**src/rtl/mwdt_pkg.sv**
```systemverilog
package mwdt_pkg;

  typedef enum logic [2:0] {
    REG_IRQ   = 3'd0,
    REG_CTL   = 3'd1,
    REG_CNT   = 3'd2,
    REG_MCTL  = 3'd3,
    REG_MVAL  = 3'd4,
    REG_PIN   = 3'd5,
    REG_PW    = 3'd6,
    REG_CAUSE = 3'd7
  } mwdt_reg_e;

  typedef enum logic [1:0] {
    PIN_KEEP   = 2'd0,
    PIN_LOW    = 2'd1,
    PIN_HIGH   = 2'd2,
    PIN_TOGGLE = 2'd3
  } mwdt_pin_e;

  localparam int DW = 32;

  // bit positions decoded by software
  localparam int CTL_EN   = 0;
  localparam int CTL_CLR  = 1;
  localparam int CTL_DBG  = 2;
  localparam int MC_STOP  = 2;
  localparam int MC_IRST  = 3;
  localparam int MC_ERST  = 4;
  localparam int MC_IFRC  = 5;
  localparam int MC_EFRC  = 6;

endpackage

```
**src/rtl/mwdt_count.sv**
```systemverilog
module mwdt_count #(
  parameter int CNT_W   = 32,
  parameter int CLR_LAT = 3
) (
  input  logic             clk_i,
  input  logic             rst_ni,
  input  logic             run_i,
  input  logic             clr_i,
  input  logic             stop_i,
  input  logic [CNT_W-1:0] match_i,
  output logic [CNT_W-1:0] cnt_o,
  output logic             busy_o,
  output logic             hit_o
);

  localparam int LW = $clog2(CLR_LAT + 1);
  localparam logic [CNT_W-1:0] ONE = CNT_W'(1);

  logic [LW-1:0]    clr_q;
  logic [CNT_W-1:0] cnt_q;
  logic [CNT_W-1:0] cnt_inc;
  logic             step;

  assign busy_o  = (clr_q != '0);
  assign step    = run_i && !busy_o;
  assign cnt_inc = cnt_q + ONE;
  assign hit_o   = step && (cnt_inc == match_i);
  assign cnt_o   = cnt_q;

  always_ff @(posedge clk_i or negedge rst_ni) begin
    if (!rst_ni) begin
      clr_q <= '0;
      cnt_q <= '0;
    end else begin
      if (clr_i)       clr_q <= LW'(CLR_LAT);
      else if (busy_o) clr_q <= clr_q - LW'(1);

      // clear completes on the last latency cycle
      if (busy_o && clr_q == LW'(1)) cnt_q <= '0;
      else if (step)                 cnt_q <= (hit_o && stop_i) ? '0 : cnt_inc;
    end
  end

endmodule

```
**src/rtl/mwdt_pulse.sv**
```systemverilog
module mwdt_pulse #(
  parameter int PW_W  = 16,
  parameter int EXTRA = 6
) (
  input  logic            clk_i,
  input  logic            rst_ni,
  input  logic            trig_i,
  input  logic [PW_W-1:0] width_i,
  output logic            start_o,
  output logic            act_o
);

  localparam int CW = PW_W + 1;

  logic [CW-1:0] cnt_q;
  logic [CW-1:0] load;

  assign load    = CW'(width_i) + CW'(EXTRA);
  assign act_o   = (cnt_q != '0);
  assign start_o = trig_i && !act_o;

  always_ff @(posedge clk_i or negedge rst_ni) begin
    if (!rst_ni)      cnt_q <= '0;
    else if (start_o) cnt_q <= load;
    else if (act_o)   cnt_q <= cnt_q - CW'(1);
  end

endmodule

```
**src/rtl/mwdt_top.sv**
```systemverilog
module mwdt_top
  import mwdt_pkg::*;
#(
  parameter int CNT_W       = 32,
  parameter int PW_W        = 16,
  parameter int PULSE_EXTRA = 6,
  parameter int CLR_LAT     = 3
) (
  input  logic        clk_i,
  input  logic        por_ni,
  input  logic        rst_ni,
  input  logic        dbg_halt_i,
  input  logic        sel_i,
  input  logic        wr_i,
  input  logic [2:0]  addr_i,
  input  logic [31:0] wdata_i,
  output logic [31:0] rdata_o,
  output logic        irq_o,
  output logic        match_o,
  output logic        sys_rst_o,
  output logic        ext_rst_o
);

  localparam int NPULSE = 2;

  logic             rst_n;
  logic             wr_en;
  mwdt_reg_e        reg_sel;

  logic             en_q, dbg_q;
  logic             stop_q, irst_q, erst_q;
  mwdt_pin_e        mode_q;
  logic             pin_q;
  logic [PW_W-1:0]  pw_q;
  logic [CNT_W-1:0] mval_q;
  logic             irq_q;
  logic             cause_q;

  logic             run, clr_req, hit, busy;
  logic [CNT_W-1:0] cnt;
  logic             irq_clr;
  logic [NPULSE-1:0] trig, start, act;

  assign rst_n   = por_ni & rst_ni;
  assign wr_en   = sel_i & wr_i;
  assign reg_sel = mwdt_reg_e'(addr_i);

  assign run     = en_q && !(dbg_q && dbg_halt_i);
  assign clr_req = wr_en && reg_sel == REG_CTL && wdata_i[CTL_CLR];
  assign irq_clr = wr_en && reg_sel == REG_IRQ && wdata_i[0];

  mwdt_count #(
    .CNT_W  (CNT_W),
    .CLR_LAT(CLR_LAT)
  ) u_count (
    .clk_i  (clk_i),
    .rst_ni (rst_n),
    .run_i  (run),
    .clr_i  (clr_req),
    .stop_i (stop_q),
    .match_i(mval_q),
    .cnt_o  (cnt),
    .busy_o (busy),
    .hit_o  (hit)
  );

  assign trig[0] = (hit && irst_q) || (wr_en && reg_sel == REG_MCTL && wdata_i[MC_IFRC]);
  assign trig[1] = (hit && erst_q) || (wr_en && reg_sel == REG_MCTL && wdata_i[MC_EFRC]);

  for (genvar g = 0; g < NPULSE; g++) begin : g_pulse
    mwdt_pulse #(
      .PW_W (PW_W),
      .EXTRA(PULSE_EXTRA)
    ) u_pulse (
      .clk_i  (clk_i),
      .rst_ni (rst_n),
      .trig_i (trig[g]),
      .width_i(pw_q),
      .start_o(start[g]),
      .act_o  (act[g])
    );
  end

  assign sys_rst_o = act[0];
  assign ext_rst_o = act[1];
  assign irq_o     = irq_q;
  assign match_o   = pin_q;

  always_ff @(posedge clk_i or negedge rst_n) begin
    if (!rst_n) begin
      en_q   <= 1'b0;
      dbg_q  <= 1'b0;
      stop_q <= 1'b0;
      irst_q <= 1'b0;
      erst_q <= 1'b0;
      mode_q <= PIN_KEEP;
      pin_q  <= 1'b0;
      pw_q   <= '0;
      mval_q <= '0;
      irq_q  <= 1'b0;
    end else begin
      if (wr_en && reg_sel == REG_CTL) begin
        en_q  <= wdata_i[CTL_EN];
        dbg_q <= wdata_i[CTL_DBG];
      end else if (hit && stop_q) begin
        en_q  <= 1'b0;
      end

      if (wr_en && reg_sel == REG_MCTL) begin
        stop_q <= wdata_i[MC_STOP];
        irst_q <= wdata_i[MC_IRST];
        erst_q <= wdata_i[MC_ERST];
      end

      if (hit)          irq_q <= 1'b1;
      else if (irq_clr) irq_q <= 1'b0;

      if (hit) begin
        unique case (mode_q)
          PIN_LOW:    pin_q <= 1'b0;
          PIN_HIGH:   pin_q <= 1'b1;
          PIN_TOGGLE: pin_q <= ~pin_q;
          default:    pin_q <= pin_q;
        endcase
      end else if (wr_en && reg_sel == REG_PIN) begin
        pin_q <= wdata_i[0];
      end
      if (wr_en && reg_sel == REG_PIN) mode_q <= mwdt_pin_e'(wdata_i[5:4]);

      if (wr_en && reg_sel == REG_PW)   pw_q   <= wdata_i[PW_W-1:0];
      if (wr_en && reg_sel == REG_MVAL) mval_q <= wdata_i[CNT_W-1:0];
    end
  end

  // cause lives in the power-on domain only
  always_ff @(posedge clk_i or negedge por_ni) begin
    if (!por_ni)                  cause_q <= 1'b0;
    else if (rst_ni && start[0])  cause_q <= 1'b1;
  end

  always_comb begin
    rdata_o = '0;
    if (sel_i) begin
      unique case (reg_sel)
        REG_IRQ:   rdata_o[0] = irq_q;
        REG_CTL:   begin
          rdata_o[CTL_EN]  = en_q;
          rdata_o[CTL_CLR] = busy;
          rdata_o[CTL_DBG] = dbg_q;
        end
        REG_CNT:   rdata_o = DW'(cnt);
        REG_MCTL:  begin
          rdata_o[MC_STOP] = stop_q;
          rdata_o[MC_IRST] = irst_q;
          rdata_o[MC_ERST] = erst_q;
        end
        REG_MVAL:  rdata_o = DW'(mval_q);
        REG_PIN:   begin
          rdata_o[0]   = pin_q;
          rdata_o[5:4] = mode_q;
        end
        REG_PW:    rdata_o = DW'(pw_q);
        REG_CAUSE: rdata_o[0] = cause_q;
        default:   rdata_o = '0;
      endcase
    end
  end

endmodule

```
**config.mk**
```make
export PLATFORM = sky130hd
export DESIGN_NAME = mwdt_top
export DESIGN_NICKNAME = d
export VERILOG_FILES = /design/src/rtl/mwdt_pkg.sv /design/src/rtl/mwdt_count.sv /design/src/rtl/mwdt_pulse.sv /design/src/rtl/mwdt_top.sv
export SDC_FILE = /design/constraint.sdc
export NUM_CORES = 1
export LEC_CHECK = 0
export ABC_AREA = 1
export ABC_CLOCK_PERIOD_IN_PS = 9320
export BUFFER_PORTS_ARGS = -buffer_cell sky130_fd_sc_hd__buf_2
export CAP_MARGIN = 20
export CORE_MARGIN = 5
export CORE_UTILIZATION = 30
export CTS_BUF_LIST = sky130_fd_sc_hd__clkbuf_4
export DETAILED_ROUTE_END_ITERATION = 12
export PLACE_DENSITY = 0.49
export SETUP_SLACK_MARGIN = 0.02
export SLEW_MARGIN = 20
export SYNTH_ARGS = -nofsm -noshare
export SYNTH_HDL_FRONTEND = slang
export SYNTH_SLANG_ARGS = --single-unit
export TNS_END_PERCENT = 1
```
**constraint.sdc**
```tcl
create_clock -name clk_i -period 9.32 [get_ports clk_i]
set_input_delay 0.932 -clock clk_i [delete_from_list [all_inputs] [get_ports clk_i]]
set_output_delay 0.932 -clock clk_i [all_outputs]
set_load 0.005 [all_outputs]
```
# Word level (Yosys, flattened, before mapping)
# Cells that the tools add are included.
dict set report classes {
  n_lt_le_gt_ge 0
  n_mux 24
  n_mul 0
  shifts 0
  bitwise 3
  eq_ne 13
  div 0
  n_reduce_logical 39
  add_sub_neg 5
}
# cell n
set op_table {}
lappend op_table {{two-way mux 32 bit} 4}
lappend op_table {{one-hot mux 26 bit (3 select lines)} 1}
lappend op_table {{two-way mux 17 bit} 4}
lappend op_table {{nonzero test 17 bit} 2}
lappend op_table {{subtractor 17 x 1 -> 17 bit (second input constant)} 2}
lappend op_table {{adder 32 x 1 -> 32 bit (second input constant)} 1}
lappend op_table {{equality test 32 bit} 1}
lappend op_table {{logical AND 1 bit} 21}
lappend op_table {{adder 16 x 3 -> 17 bit (second input constant)} 1}
lappend op_table {{nonzero test 2 bit} 8}
lappend op_table {{equality test 3 bit (second input constant)} 4}
lappend op_table {{one-hot mux 1 bit (4 select lines)} 3}
lappend op_table {{one-hot mux 1 bit (5 select lines)} 2}
lappend op_table {{one-hot mux 1 bit (7 select lines)} 1}
lappend op_table {{equality test 3 x 2 -> 1 bit (second input constant)} 2}
lappend op_table {{two-way mux 1 bit} 6}
lappend op_table {{equality test 2 x 1 -> 1 bit (second input constant)} 2}
lappend op_table {{equality test 2 bit (second input constant)} 2}
lappend op_table {{zero test 1 bit} 4}
lappend op_table {{two-way mux 2 bit} 2}
lappend op_table {{inequality test 4 x 1 -> 1 bit (second input constant)} 1}
lappend op_table {{equality test 3 x 1 -> 1 bit (second input constant)} 1}
lappend op_table {{zero test 3 bit} 1}
lappend op_table {{one-hot mux 1 bit (3 select lines)} 1}
lappend op_table {{5 further kinds} 7}
dict set report totals {
  n_memories 0
  romBits 0
  latchBits 0
  word_cells 99
  ram_bits 0
  reg_bits 126
}

# Logic depth before layout (Yosys ltp)
# Gate-level depths: netlist (run 1).
dict set report logic_depth {
  word_depth 9
  mapped_depth 19
  ltp_nobuf 18
}

# Cells and area by module
# Synthesis (run 1) repeated with hierarchy kept, for this count alone.
dict set report unflattened {
  cells_unflattened 1520
  hier_area_um2 9678.0
}
# mod area_per_inst_um2 seq_area_each_um2 cells_per_inst n_inst
set by_module_without_submodules {}
lappend by_module_without_submodules {mwdt_count 3399.5 850.8 618 1}
lappend by_module_without_submodules {mwdt_top 3158.0 1451.4 422 1}
lappend by_module_without_submodules {mwdt_pulse 1560.2 425.4 240 2}

# Worst setup path before layout (run 1)
# OpenSTA, ideal clock, no wires.
dict set report synth_timing {
  path_type {input to output}
  start {in addr_i[1]}
  end {out rdata_o[4]}
  path_buffers 1
  setup_slack_ns 6.224
  arrival_time_ns 2.164
  path_stages 7
  required_ns 8.388
  path_cell_list {inv_1 nor3_1 inv_1 clkbuf_1 o22ai_1 a221oi_1 a21oi_1}
}
dict set report synth_via {
  elab_chain_cells 3
}
# item line_no
set synth_lines {}
lappend synth_lines {{from (decl)} mwdt_top.sv:15} ;# input logic [2:0] addr_i,
lappend synth_lines {{equality test 3 bit / equality test 3 x 2 -> 1 bit (equally long branches)} mwdt_top.sv:144} ;# unique case (reg_sel)
lappend synth_lines {{one-hot mux 1 bit (5 select lines) (*)} mwdt_top.sv:144}
lappend synth_lines {{two-way mux 32 bit (*)} mwdt_top.sv:143} ;# if (sel_i) begin
lappend synth_lines {{to (decl)} mwdt_top.sv:17} ;# output logic [31:0] rdata_o,
# Every way passes the cells marked *; elsewhere a longest branch is shown, timed or not.

# Worst setup path after layout (run 1)
dict set report layout_timing {
  start {reg g_pulse[0].u_pulse.cnt_q[0]}
  end {out sys_rst_o}
}
dict set report layout_via {
  elab_chain_cells 1
}
# item line_no
set layout_lines {}
lappend layout_lines {{from (decl)} mwdt_pulse.sv:15} ;# logic [CW-1:0] cnt_q;
lappend layout_lines {{from (signal assigned)} mwdt_pulse.sv:24} ;# else if (start_o) cnt_q <= load;
lappend layout_lines {{from (signal assigned)} mwdt_pulse.sv:25} ;# else if (act_o) cnt_q <= cnt_q - CW'(1);
lappend layout_lines {{nonzero test 17 bit} mwdt_pulse.sv:19} ;# assign act_o = (cnt_q != '0);
lappend layout_lines {{to (decl)} mwdt_top.sv:20} ;# output logic sys_rst_o,
# No other way between the ends.

==> results of run 1 <==
==> critical path: stages, from the launching register on <==
cell and delay [ps]:
dfrtp_1 400, inv_1 90, ha_1 190, nand2_1 120
nor4_2 310, nand4_1 170, nor2_1 190, nand3b_1 130
nor2_1 100, nand2_1 80, nor2_2 540, inv_1 220
buf_2 180
==> through the flow <==
step	power, mW	worst slack (ps)	hold slack, ps	utilization [%]	instances
after floorplan	0.919	5030	421	-	1161
after global placement	1.03	5440	466	33.0	1595
after detailed placement	1.04	5390	469	33.0	1595
after CTS	1.41	5050	87.2	33.9	1626
after global routing	1.48	4700	75.0	34.1	1628
final	1.39	5090	121	34.1	1628
==> registers in the layout, indices dropped and copies added, names as in the netlist <==
register,cells
g_pulse.u_pulse.cnt_q,34
mval_q,32
u_count.cnt_o,32
pw_q,16
mode_q,2
u_count.clr_q,2
cause_q,1
dbg_q,1
en_q,1
erst_q,1
irq_o,1
irst_q,1
match_o,1
stop_q,1
==> worst max path at each step <==
stage,start,to,slack [ps],depth (start not counted)
6_report,g_pulse[0].u_pulse.cnt_q[0],sys_rst_o,5090,12
5_1_grt,g_pulse[0].u_pulse.cnt_q[0],sys_rst_o,4700,12
4_1_cts,g_pulse[0].u_pulse.cnt_q[0],sys_rst_o,5050,12
3_5_place_dp,addr_i[1],mval_q[12],5390,6
3_3_place_gp,addr_i[1],mval_q[17],5440,6
2_1_floorplan,por_ni,dbg_q,5030,2
==> per-layer routing <==
layer  routed length [um]  vias to the layer above  share of wire [%]
met4                  336                        0                1.3
met1                12000                     3598                 47
met5                    0                        -                  0
met3                  838                       21                3.3
met2                12400                      140                 49
li1                     -                     3895                  -
==> final cells by class <==
class	instances	area [sq um]	area share, %
clock inverter	14	123	1.30
inverter	150	571	6.06
sequential	126	3150	33.5
clock buffer	17	128	1.36
tap	378	473	5.03
multi-input combinational	859	4510	47.9
timing repair buffer	83	453	4.81
antenna	1	2.50	0.0266
==> layout by cell type (no fill, tap or decap), types with 3 or more instances in the layout <==
master,instances
a21oi_1,53
a221oi_1,5
buf_2,76
buf_4,6
clkbuf_4,17
clkinv_1,5
clkinv_4,3
clkinvlp_4,6
dfrtp_1,126
ha_1,8
inv_1,144
mux2_2,10
nand2_1,316
nand2_2,7
nand2_4,4
nand3_1,95
nand3_2,4
nand3b_1,4
nand4_1,9
nor2_1,152
nor2_2,7
nor2_4,7
nor2_8,3
nor3_1,11
nor4_1,4
o21ai_0,54
o22ai_1,25
o22ai_2,23
or2_2,6
xnor2_1,8
xor2_1,29
==> where the power goes <==
group	internal [mW]	total (mW)	leakage [nW]	switching, mW
Clock	0.129	0.365	0.117	0.236
Combinational	0.118	0.347	2.75	0.229
Sequential	0.612	0.679	1.57	0.0669
Total	0.860	1.39	4.44	0.532
==> cells by family after synthesis <==
kind of cell    Yosys count  share of synthesized area, %
flops                   126                          37.7
compound gates          164                          12.6
xor+xnor                 39                          4.41
simple gates            638                          34.2
fa+ha+maj                 8                          1.20
buf+inv                 176                          8.55
mux                      10                          1.35
==> results.json, run 1 <==
{
  "worstMarginPinSlew_ps": 981,
  "synth_edf_count": 0,
  "crit_arrival_ps": 3290,
  "rsz0062_at_grt": "false",
  "ios": 77,
  "routed_wl_mm": 25.6,
  "grt_pass1_vias": 7506,
  "area_growth_pct": 12.6,
  "nets": 1286,
  "path_clk_slew_ps": 120,
  "antenna_found_initial": 1,
  "period_share_pct": 45.4,
  "yosys-top-cells-area": "dfrtp_1 (38%), nand2_1 (14%), nor2_1 (6.9%), inv_1 (6.6%), nand3_1 (5.7%)",
  "grt-busiest-layer": "met2",
  "fin_area_sq_um": 9410,
  "yosysMostFrequentCell": "nand2_1",
  "yosysTopAreaCell": "dfrtp_1",
  "coreArea_sq_um": 27600,
  "hpwl_mm": 19.4,
  "min_period_ps": 4230,
  "rr_startpoint": "u_count.cnt_o[1]",
  "use_met1_pct": 22.2,
  "cp-start-kind": "flip-flop",
  "netlist_area_sq_um": 8360,
  "drc_errors": 0,
  "drv_cap": 0,
  "post_cts_buffers": 0,
  "max_freq_mhz": 237,
  "ir_drop_mv": 0.0705,
  "powerDensity_nw_per_um2": 148,
  "cts_resized": 0,
  "vias": 7654,
  "slew-limit-headroom_pct": 34.6,
  "portBuffers": 76,
  "drt_iter0_drc": 559,
  "r2r.worst_path.cells": 16,
  "cts_sinks": 126,
  "maxSlewViolCount": 0,
  "drive_above_1_share_pct": 15.6,
  "clock_latency_ps": 590,
  "ant_nets": 0,
  "synthesis.nets": 1210,
  "syn_avg_cell_area_sq_um": 7.20,
  "hold_viol": 0,
  "placed_cell_area_sq_um": 9130,
  "postSynth.asyncResetShare_pct": 100,
  "required_ps": 8390,
  "cts_tree": "yes",
  "fp-row-count": 61,
  "cts_buffer_depth": 2,
  "grt_use_met2_pct": 28.5,
  "track_usage_pct": 16.7,
  "synth_cells": 1161,
  "fillers": 3030,
  "overflow": 0,
  "dieArea_sq_um": 31300,
  "dr.pass1.iters": 5,
  "yosys_warnings": 0,
  "die_y_um": 177,
  "synth_common_cells": "nand2_1 (317), nor2_1 (153), inv_1 (146)",
  "power.leakage_nw": 4.44,
  "final.setup_skew_ps": 38.8,
  "finalSetupTns_ps": 0,
  "finalSetupViolCount": 0,
  "cts_max_level": 4,
  "r2r_slack_ps": 5960,
  "start_util_pct": 30.3,
  "grt_start_max_net_pins": 73,
  "place_congestion": 0.833,
  "timing.rr.end": "g_pulse[1].u_pulse.cnt_q[5]",
  "yosysTopAreaCellShare_pct": 37.7,
  "cts_root_buf": "clkbuf_4",
  "cp_max_fo": 16,
  "cts_buffers": 17,
  "status": "finished clean",
  "hp-class": "in -> async",
  "wl_per_cell_um": 15.7,
  "grt_use_met3_pct": 3.12,
  "ys_seq_elements": 126,
  "via_per_inst": 4.70,
  "die_w_um": 177,
  "critPathKind": "reg -> out",
  "grt_pass1_wl_mm": 41.1,
  "cp-end-kind": "primary output",
  "ctsHoldBuffers": 0,
  "synth_ff_type": "dfrtp_1",
  "seq_area_frac_synth_pct": 37.7,
  "synth_cell_types": 46
}
Note: power is estimated with default switching activity, not from simulation.
==> inputs of run 2 (changes only) <==
--- a/config.mk
+++ b/config.mk
@@ -5,8 +5,8 @@
 export SDC_FILE = /design/constraint.sdc
 export NUM_CORES = 1
 export LEC_CHECK = 0
-export ABC_AREA = 1
-export ABC_CLOCK_PERIOD_IN_PS = 9320
+export ABC_AREA = 0
+export ABC_CLOCK_PERIOD_IN_PS = 4100
 export BUFFER_PORTS_ARGS = -buffer_cell sky130_fd_sc_hd__buf_2
 export CAP_MARGIN = 20
 export CORE_MARGIN = 5
==> constraint.sdc (replaced) <==
create_clock -name clk_i -period 4.1 [get_ports clk_i]
set_input_delay 0.41 -clock clk_i [delete_from_list [all_inputs] [get_ports clk_i]]
set_output_delay 0.41 -clock clk_i [all_outputs]
set_load 0.005 [all_outputs]
==> results.json, run 2 <==
{
  "synth_cells": 950,
  "wl_per_cell_um": 19.2,
  "placed_cell_area_sq_um": 9500,
  "post_cts_buffers": 0,
  "yosys_warnings": 0,
  "finalSetupViolCount": 0,
  "overflow": 0,
  "ys_seq_elements": 126,
  "portBuffers": 76,
  "pre_cts_ws_ps": 295,
  "cts_sinks": 126,
  "cp-end-kind": "flip-flop",
  "cts_max_level": 4,
  "fin_area_sq_um": 9810,
  "crit_arrival_ps": 4300,
  "dr.pass1.iters": 6,
  "postSynth.asyncResetShare_pct": 100,
  "fillers": 3013,
  "yosysMostFrequentCell": "dfrtp_1",
  "cts_root_buf": "clkbuf_4",
  "yosysTopAreaCell": "dfrtp_1",
  "final_common_cell": "dfrtp_1",
  "synth_common_cells": "dfrtp_1 (126), nand2_1 (87), mux2_2 (66), nor2_1 (66), clkbuf_1 (52)",
  "hp-class": "in -> async",
  "drv_cap": 0,
  "path_clk_slew_ps": 160,
  "critPathKind": "reg -> reg",
  "drive_above_1_share_pct": 23.3,
  "fp-row-count": 62,
  "min_period_ps": 3820,
  "cts_buffer_depth": 2,
  "final.setup_skew_ps": 27.9,
  "clock_latency_ps": 570,
  "synthesis.nets": 999,
  "largest_reg_flops": 34,
  "powerDensity_nw_per_um2": 352,
  "yosysTopAreaCellShare_pct": 36.7,
  "cts_tree": "yes",
  "rsz0062_at_grt": "false",
  "vias": 7539,
  "grt_pass1_wl_mm": 43.0,
  "die_y_um": 179,
  "finalSetupTns_ps": 0,
  "grt_start_max_net_pins": 56,
  "required_ps": 4570,
  "slew-limit-headroom_pct": 24.7,
  "final_cell_mix": "dfrtp_1 (126), nand2_1 (87), buf_2 (76)",
  "nets": 1064,
  "fin_cells": 1413,
  "seq_area_frac_synth_pct": 36.7,
  "period_share_pct": 93.3,
  "drc_errors": 0,
  "setup_ws_ps": 277,
  "dieArea_sq_um": 32100,
  "ios": 77,
  "place_congestion": 0.934,
  "coreArea_sq_um": 28500,
  "cts_buffers": 17,
  "track_usage_pct": 17.1,
  "routed_wl_mm": 27.1,
  "drt_iter0_drc": 540,
  "synth_cell_types": 76,
  "yosys-top-cells-area": "dfrtp_1 (37%), mux2_2 (8.7%), xnor2_1 (4.6%), xor2_1 (4.0%), nand2_1 (3.8%)",
  "synth_edf_count": 0,
  "maxSlewViolCount": 0,
  "via_per_inst": 5.34,
  "worstMarginPinSlew_ps": 1130,
  "antenna_found_initial": 1,
  "dp.cells": 1379,
  "hpwl_mm": 19.8,
  "top_register": "g_pulse.u_pulse.cnt_q",
  "grt_pass1_vias": 7427,
  "cp-start-kind": "flip-flop",
  "netlist_area_sq_um": 8580,
  "synth_ff_type": "dfrtp_1",
  "die_w_um": 179,
  "cp_max_fo": 16,
  "hold_viol": 0,
  "area_growth_pct": 14.3,
  "status": "finished clean",
  "max_freq_mhz": 262,
  "syn_avg_cell_area_sq_um": 9.03,
  "start_util_pct": 30.1,
  "ant_nets": 0,
  "ir_drop_mv": 0.169,
  "power.leakage_nw": 3.95
}
run 2: changes by cell type after synthesis, sizes merged, moves of 14 or more:
cell,previous run,this run
nand2,328,87
inv,148,21
nor2,169,67
nand3,101,41
mux2,10,66
o22ai,48,5
xnor2,8,45
clkbuf,19,53
a22oi,0,33
a21oi,53,21
o31ai,0,20
nor4,5,24
nor3,12,26
run 2: logic make-up after synthesis:
logic type	after synthesis	synth area share, %
buffers and inverters	94	4.37
muxes	78	10.2
AOI/OAI and AO/OA	199	16.2
DFF	126	36.7
xor gates and xnor gates	87	9.37
adders and majority gates	8	1.17
and+or+nand+nor	358	21.9
run 2: worst paths after layout:
path,slack (ps),start,to,cells past startpoint
setup / recovery,280,u_count.cnt_o[0],g_pulse[1].u_pulse.cnt_q[0],9
hold / removal,20,rst_ni,g_pulse[0].u_pulse.cnt_q[0],2
setup reg to reg,280,u_count.cnt_o[0],g_pulse[1].u_pulse.cnt_q[0],9
hold reg to reg,510,g_pulse[1].u_pulse.cnt_q[16],g_pulse[1].u_pulse.cnt_q[16],2
max in group asynchronous,2420,por_ni,mval_q[20],4
min in group clk_i,60,wdata_i[24],mval_q[24],2
run 2: worst max-delay path, stage by stage (launching register included):
cell      delay (ps)
dfrtp_1          490
ha_1             310
nand3_2          180
or3_1            440
or4_4            560
a21o_1           190
or4_4            580
nor4_4           420
nor2_2           240
a311oi_1         310
run 2: cell type report:
type                       instances  area [sq um]  share of cell area (%)
timing repair buffer             119           718                    7.32
clock inverter                    15           168                    1.71
tap                              384           480                    4.90
sequential                       126          3150                    32.1
clock buffer                      17           128                    1.30
inverter                          21          78.8                   0.803
multi-input combinational        730          5080                    51.8
antenna                            1          2.50                  0.0255
run 2: power breakdown:
group	internal (mW)	switching [mW]
Combinational	0.414	0.530
Clock	0.287	0.632
Sequential	1.39	0.205
run 2: what timing repair did:
action                                  4_1_cts  5_1_grt
endpoints found under the setup margin        0        1
endpoints found under the hold margin         1        0
hold buffers                                  1        0
gates resized for setup                       0        1
run 2: per-stage QoR:
| stage | hold WS [ps] | power, mW | util [%] |
|---|---|---|---|
| after detailed placement | 194 | 2.57 | 33.4 |
| after CTS | 16.6 | 3.51 | 34.4 |
| after floorplan | 114 | 2.21 | - |
| after global placement | 192 | 2.55 | 33.4 |
| final | 20.2 | 3.46 | 34.5 |
| after global routing | 18.6 | 3.66 | 34.5 |
run 2: layer usage:
layer | up-vias | GRT usage (%) | wire [um]
li1 | 3604 | - | -
met1 | 3715 | 24.7 | 13200
met2 | 190 | 26.7 | 12300
met3 | 30 | 2.78 | 1220
met4 | 0 | 4.47 | 457
met5 | - | 0 | 0
